<file path="config.mk">
export PLATFORM = sky130hd
export DESIGN_NAME = flash_erase_seq
export DESIGN_NICKNAME = d
export VERILOG_FILES = /design/src/rtl/flash_erase_pkg.sv /design/src/rtl/flash_erase_div.sv /design/src/rtl/flash_erase_cmd.sv /design/src/rtl/flash_erase_seq.sv
export SDC_FILE = /design/constraint.sdc
export NUM_CORES = 1
export LEC_CHECK = 0
export BUFFER_PORTS_ARGS = -buffer_cell sky130_fd_sc_hd__buf_4
export CAP_MARGIN = 20
export CORE_MARGIN = 3
export CORE_UTILIZATION = 56
export CTS_CLUSTER_SIZE = 16
export DETAILED_ROUTE_END_ITERATION = 6
export PLACE_DENSITY_LB_ADDON = 0.2
export SLEW_MARGIN = 25
export SYNTH_ARGS = -nofsm -noshare
export SYNTH_HDL_FRONTEND = slang
export SYNTH_HIERARCHICAL = 1
export SYNTH_SLANG_ARGS = --single-unit
</file>
<file path="constraint.sdc">
create_clock -name clk -period 2.8 [get_ports clk]
set_clock_uncertainty 0.2 [all_clocks]
set_input_delay 0.14 -clock clk [delete_from_list [all_inputs] [get_ports clk]]
set_output_delay 0.14 -clock clk [all_outputs]
set_load 0.02 [all_outputs]
</file>
<file path="src/rtl/flash_erase_pkg.sv">
package flash_erase_pkg;

    typedef enum logic [2:0] {
        ST_IDLE,
        ST_DIV,
        ST_STEP,
        ST_CMD,
        ST_WAIT,
        ST_POLL_OP,
        ST_POLL_RD
    } seq_state_e;

    typedef enum logic [1:0] {
        RES_OK       = 2'd0,
        RES_MISALIGN = 2'd1,
        RES_TIMEOUT  = 2'd2
    } result_e;

    typedef enum logic [1:0] {
        XK_BLOCK,
        XK_PAGE,
        XK_STAT_OP,
        XK_STAT_RD
    } xfer_kind_e;

    localparam logic [7:0] OPC_BLOCK_ERASE = 8'h50;
    localparam logic [7:0] OPC_PAGE_ERASE  = 8'h81;
    localparam logic [7:0] OPC_STATUS      = 8'hD7;
    localparam int         PAGES_PER_BLOCK = 8;
    localparam int         CMD_BYTES       = 4;
    localparam int         READY_BIT       = 7;

endpackage

</file>
<file path="src/rtl/flash_erase_div.sv">
module flash_erase_div #(
    parameter int W       = 24,
    parameter int DIVISOR = 264
) (
    input  logic         clk,
    input  logic         rst_n,
    input  logic         start_i,
    input  logic [W-1:0] dividend_i,
    output logic [W-1:0] quot_o,
    output logic [W-1:0] rem_o,
    output logic         done_o
);
    localparam int CNT_W = $clog2(W + 1);

    typedef struct packed {
        logic [W-1:0]     acc;
        logic [W-1:0]     quo;
        logic [CNT_W-1:0] cnt;
        logic             run;
        logic             done;
    } div_regs_t;

    div_regs_t d, q;
    logic [W:0] trial;
    logic       ge;

    always_comb begin
        d      = q;
        d.done = 1'b0;
        trial  = {q.acc, q.quo[W-1]};
        ge     = (trial >= (W+1)'(DIVISOR));
        if (start_i) begin
            d.acc = '0;
            d.quo = dividend_i;
            d.cnt = CNT_W'(W);
            d.run = 1'b1;
        end else if (q.run) begin
            d.acc = ge ? W'(trial - (W+1)'(DIVISOR)) : trial[W-1:0];
            d.quo = {q.quo[W-2:0], ge};
            d.cnt = q.cnt - 1'b1;
            if (q.cnt == CNT_W'(1)) begin
                d.run  = 1'b0;
                d.done = 1'b1;
            end
        end
    end

    always_ff @(posedge clk or negedge rst_n) begin
        if (!rst_n) q <= '0;
        else        q <= d;
    end

    assign quot_o = q.quo;
    assign rem_o  = q.acc;
    assign done_o = q.done;

endmodule

</file>
<file path="src/rtl/flash_erase_cmd.sv">
module flash_erase_cmd
    import flash_erase_pkg::*;
#(
    parameter int ADDR_W     = 24,
    parameter int PAGE_SHIFT = 9
) (
    input  xfer_kind_e        kind_i,
    input  logic [ADDR_W-1:0] page_i,
    input  logic [1:0]        idx_i,
    output logic [7:0]        byte_o
);
    localparam int WIDE_W = ADDR_W + PAGE_SHIFT;

    logic [WIDE_W-1:0] wide_addr;
    logic [23:0]       dev_addr;
    logic [7:0]        opcode;

    assign wide_addr = {page_i, {PAGE_SHIFT{1'b0}}};
    assign dev_addr  = wide_addr[23:0];

    always_comb begin
        opcode = (kind_i == XK_BLOCK) ? OPC_BLOCK_ERASE : OPC_PAGE_ERASE;
        unique case (kind_i)
            XK_BLOCK, XK_PAGE: begin
                unique case (idx_i)
                    2'd0:    byte_o = opcode;
                    2'd1:    byte_o = dev_addr[23:16];
                    2'd2:    byte_o = dev_addr[15:8];
                    default: byte_o = 8'h00;
                endcase
            end
            XK_STAT_OP: byte_o = OPC_STATUS;
            default:    byte_o = 8'h00;
        endcase
    end

endmodule

</file>
<file path="src/rtl/flash_erase_seq.sv">
module flash_erase_seq
    import flash_erase_pkg::*;
#(
    parameter int ADDR_W      = 24,
    parameter int PAGE_BYTES  = 264,
    parameter int PAGE_SHIFT  = 9,
    parameter int TIMEOUT_CYC = 500_000_000,
    parameter int POLL_GAP    = 750_000
) (
    input  logic              clk,
    input  logic              rst_n,
    input  logic              req_valid,
    input  logic [ADDR_W-1:0] req_offset,
    input  logic [ADDR_W-1:0] req_len,
    output logic              busy,
    output logic              done,
    output logic [1:0]        err_code,
    output logic              spi_cs_n,
    output logic              spi_xfer_req,
    output logic [7:0]        spi_xfer_tx,
    input  logic              spi_xfer_done,
    input  logic [7:0]        spi_xfer_rx,
    input  logic              spi_xfer_err
);
    localparam int TMO_W  = $clog2(TIMEOUT_CYC + 1);
    localparam int GAP_W  = $clog2(POLL_GAP + 1);
    localparam int N_DIV  = 2;

    typedef struct packed {
        seq_state_e        st;
        logic [ADDR_W-1:0] page;
        logic [ADDR_W-1:0] left;
        logic              blk;
        logic [1:0]        idx;
        logic [TMO_W-1:0]  tmo;
        logic [GAP_W-1:0]  gap;
        logic              done;
        result_e           res;
    } seq_regs_t;

    seq_regs_t d, q;

    // Page conversion of offset (0) and length (1)
    logic [ADDR_W-1:0] div_in   [N_DIV];
    logic [ADDR_W-1:0] div_quot [N_DIV];
    logic [ADDR_W-1:0] div_rem  [N_DIV];
    logic              div_done [N_DIV];
    logic              div_start;

    assign div_in[0] = req_offset;
    assign div_in[1] = req_len;
    assign div_start = (q.st == ST_IDLE) && req_valid;

    for (genvar g = 0; g < N_DIV; g++) begin : g_div
        flash_erase_div #(
            .W       (ADDR_W),
            .DIVISOR (PAGE_BYTES)
        ) u_div (
            .clk        (clk),
            .rst_n      (rst_n),
            .start_i    (div_start),
            .dividend_i (div_in[g]),
            .quot_o     (div_quot[g]),
            .rem_o      (div_rem[g]),
            .done_o     (div_done[g])
        );
    end

    // Byte selection
    xfer_kind_e kind;
    logic [7:0] tx_byte;
    logic       in_xfer;
    logic       stat_ready;

    always_comb begin
        unique case (q.st)
            ST_CMD:     kind = q.blk ? XK_BLOCK : XK_PAGE;
            ST_POLL_OP: kind = XK_STAT_OP;
            default:    kind = XK_STAT_RD;
        endcase
    end

    flash_erase_cmd #(
        .ADDR_W     (ADDR_W),
        .PAGE_SHIFT (PAGE_SHIFT)
    ) u_cmd (
        .kind_i (kind),
        .page_i (q.page),
        .idx_i  (q.idx),
        .byte_o (tx_byte)
    );

    assign in_xfer    = (q.st == ST_CMD) || (q.st == ST_POLL_OP) || (q.st == ST_POLL_RD);
    assign stat_ready = spi_xfer_rx[READY_BIT] && !spi_xfer_err;

    // Next-state logic
    always_comb begin
        d      = q;
        d.done = 1'b0;
        if (in_xfer && (q.st != ST_CMD) && (q.tmo != '1)) begin
            d.tmo = q.tmo + 1'b1;
        end
        unique case (q.st)
            ST_IDLE: begin
                if (req_valid) d.st = ST_DIV;
            end
            ST_DIV: begin
                if (div_done[0] && div_done[1]) begin
                    if ((div_rem[0] != '0) || (div_rem[1] != '0)) begin
                        d.done = 1'b1;
                        d.res  = RES_MISALIGN;
                        d.st   = ST_IDLE;
                    end else begin
                        d.page = div_quot[0];
                        d.left = div_quot[1];
                        d.st   = ST_STEP;
                    end
                end
            end
            ST_STEP: begin
                if (q.left == '0) begin
                    d.done = 1'b1;
                    d.res  = RES_OK;
                    d.st   = ST_IDLE;
                end else begin
                    d.blk = (q.page[2:0] == 3'd0) &&
                            (q.left >= ADDR_W'(PAGES_PER_BLOCK));
                    d.idx = 2'd0;
                    d.st  = ST_CMD;
                end
            end
            ST_CMD: begin
                if (spi_xfer_done) begin
                    if (q.idx == 2'(CMD_BYTES - 1)) begin
                        d.st  = ST_WAIT;
                        d.gap = '0;
                        d.tmo = '0;
                    end else begin
                        d.idx = q.idx + 1'b1;
                    end
                end
            end
            ST_WAIT: begin
                if (q.tmo != '1) d.tmo = q.tmo + 1'b1;
                if (q.gap == '0) d.st  = ST_POLL_OP;
                else             d.gap = q.gap - 1'b1;
            end
            ST_POLL_OP: begin
                if (spi_xfer_done) d.st = ST_POLL_RD;
            end
            ST_POLL_RD: begin
                if (spi_xfer_done) begin
                    if (stat_ready) begin
                        if (q.blk) begin
                            d.page = q.page + ADDR_W'(PAGES_PER_BLOCK);
                            d.left = q.left - ADDR_W'(PAGES_PER_BLOCK);
                        end else begin
                            d.page = q.page + 1'b1;
                            d.left = q.left - 1'b1;
                        end
                        d.st = ST_STEP;
                    end else if (q.tmo >= TMO_W'(TIMEOUT_CYC)) begin
                        d.done = 1'b1;
                        d.res  = RES_TIMEOUT;
                        d.st   = ST_IDLE;
                    end else begin
                        d.gap = GAP_W'(POLL_GAP);
                        d.st  = ST_WAIT;
                    end
                end
            end
            default: d.st = ST_IDLE;
        endcase
    end

    always_ff @(posedge clk or negedge rst_n) begin
        if (!rst_n) begin
            q     <= '0;
            q.st  <= ST_IDLE;
            q.res <= RES_OK;
        end else begin
            q <= d;
        end
    end

    assign busy         = (q.st != ST_IDLE);
    assign done         = q.done;
    assign err_code     = q.res;
    assign spi_cs_n     = !in_xfer;
    assign spi_xfer_req = in_xfer;
    assign spi_xfer_tx  = tx_byte;

endmodule

</file>
==> key figures <==
Run status
  • Outcome: finished, final reports clean

Drt
  • Initial DRC count: 960
  • Drt pass-1 iters: 5
  • Vias per cell: 6.09
  • Wirelength per Cell: 17.3 µm
  • ANT nets after route: 0
  • Vias: 11200
  • WL final: 31.9 mm
  • Drt drc: 0

Pwr
  • Pwr dens: 1000 nW/µm²
  • Pleak: 6.73 nW
  • Clock power frac: 0.234
  • Reg power frac: 0.342
  • Internal power: about 9.1 mW
  • Peak supply drop: 546 µV
  • Combinational power share: 0.423
  • Switch Pwr: slightly below 6 mW
  • Sw Ratio: 0.392
  • Total power: 15.0 mW

Floorplan
  • Die area: 25400 µm²
  • Core box area: 22900 µm²
  • Die Y: 159 µm
  • Initial core utilization: 0.575
  • Die width: about 160 µm
  • Rows: 55
  • IO Count: 75

STA
  • WHS: 0.0266 ns
  • Hold Violations, Final: 0
  • Slew HR: 0.493
  • Final period utilization: 0.965
  • Worst-Margin Slew: roughly 0.76 ns
  • Setup repair after global routing missed its margin: no
  • Slew Viols, Final: 0
  • Final setup fails: 0
  • Setup TNS: 0 ns
  • Fin crit period: between 2 and 3 ns
  • Peak Freq: around 370 MHz

Critical path
  • Crit path capture type: flop
  • Arrival time at the worst endpoint: ~2.9 ns
  • Buffers and inverters on the worst path: 1
  • Critical path's slowest cell: or4b_1
  • CP Launch Type: flop
  • Crit path max-delay family: simple AND/OR/NAND/NOR gates
  • R2R Path Start: g_div[1].u_div/rem_o[6]
  • CP max FO: 14
  • CP Class: flop to flop
  • Cell chain of the critical path: or3_4, o41a_4, and3_1, buf_4, or4b_1, a311oi_1
  • Largest stage delay, worst path: 0.48 ns
  • CP required: about 3 ns
  • Critical path origin: g_div[1].u_div/rem_o[6]

Synthesis
  • Mapped Cells: 1473
  • Syn nets: 1550
  • Ys Warns: 6
  • Syn avg cell area: 8.95 µm²
  • Post-Synthesis Cell Area: roughly 13000 µm²

Clocking
  • Htree depth: 1
  • Clock sink count: 207
  • Clock tree buffer depth: 3
  • CTS root buffer: clkbuf_16
  • CTS tree: built
  • Worst-Skew Late Latency: ~0.52 ns
  • Clock edge transition at the registers on the reported setup and hold paths: 0.06 ns
  • Cts bufs inserted: 25
  • Post-CTS Setup Bufs: 0

GRT
  • Grt ovf: 0
  • Pin count of the biggest net entering global routing: 80
  • First-pass GRT wire length: 53.8 mm
  • Antenna violations before repair: 0
  • Gr usage total: 0.246
  • Vias in the first global route: 10800

Hold path
  • Hold Crit Class: input pin to async pin

Placed design
  • Dpl cells: 1745
  • Post-DP HPWL: 21.1 mm
  • Port bufs: 67
  • Gp weighted congestion: about 0.89

Cells and area
  • Post-layout nets: 1591
  • Fin util: 0.656
  • Layout cells sized above 1: 0.162
  • Filler cell count in the final layout: 1862
  • Fin cells: 1845
  • Syn-to-layout area delta: 14.0%

Run
  • Max_cap viols: 0
power by group through the flow:
stage	sequential (mW)	clock, mW	combinational (mW)
2_1_floorplan	4.86	0	5.38
3_3_place_gp	5.13	0	6.03
3_5_place_dp	5.16	0	6.22
4_1_cts	5.13	3.58	6.32
5_1_grt	5.33	3.72	7.12
6_report	5.15	3.52	6.37
final timing paths:
path / to / slack, ns / cells past startpoint
setup reg to reg: g_div[1].u_div/rem_o[19] / 0.1 / 6
hold / removal: done / 0.03 / 2
hold reg to reg: q[11] / 0.31 / 1
min in group clk: q[72] / 0.03 / 5
max in group asynchronous: q[56] / 1.63 / 3
setup / recovery: g_div[1].u_div/rem_o[19] / 0.1 / 6
state kept, by name, summed over array words and instances, names as in the netlist:
register,cells
done,1
err_code,2
g_div.u_div/done_o,2
g_div.u_div/q,12
g_div.u_div/quot_o,48
g_div.u_div/rem_o,48
q,94
per-stage QoR:
| step | area, µm² | worst slack, ns |
|---|---|---|
| after global placement | 13600 | 0.141 |
| after floorplan | 13200 | 0.169 |
| after global routing | 15000 | 0.00229 |
| after detailed placement | 13600 | 0.0732 |
| final | 15000 | 0.0971 |
| after CTS | 15000 | 0.0310 |
per-layer routing:
metal	vias up	GRT usage	part of all wire
li1	5400	-	-
met1	5467	0.339	0.45
met2	310	0.414	0.48
met3	60	0.0317	0.044
met4	0	0.0649	0.024
met5	-	0	0
cell type report:
cell class | instances | area, µm² | share of cell area
inverters | 47 | 176 | 0.0117
repair buffers | 200 | 1720 | 0.114
flip-flops and latches | 207 | 5180 | 0.345
clock buffers | 34 | 679 | 0.0452
multi-input cells | 1033 | 6670 | 0.444
diodes | 1 | 2.50 | 0.000167
clock inverters | 10 | 200 | 0.0133
well taps | 313 | 392 | 0.0261
placed cells by master (no fill, tap or decap), types with 16 or more instances in the layout:
| cell type | instances |
|---|---|
| nor4_1 | 30 |
| clkbuf_16 | 25 |
| o22ai_1 | 18 |
| or3_1 | 22 |
| a31oi_1 | 21 |
| inv_1 | 47 |
| a2bb2oi_1 | 17 |
| nor3_1 | 33 |
| buf_4 | 138 |
| o21ai_0 | 101 |
| nand3_1 | 41 |
| ha_1 | 16 |
| and3_1 | 18 |
| nand2b_1 | 17 |
| nor2_1 | 142 |
| nand2_1 | 118 |
| dfrtp_1 | 204 |
| dlygate4sd3_1 | 55 |
| mux2i_1 | 58 |
| a21oi_1 | 43 |
| a311oi_1 | 22 |
| xnor2_1 | 24 |
| a211oi_1 | 42 |
| xor2_1 | 16 |
timing repair:
action                     CTS  global route
hold endpoints to repair   221             0
setup endpoints to repair    0             9
hold buffers                55             0
gates resized for setup      0             6
No activity file was read; power rests on OpenSTA's default activity.
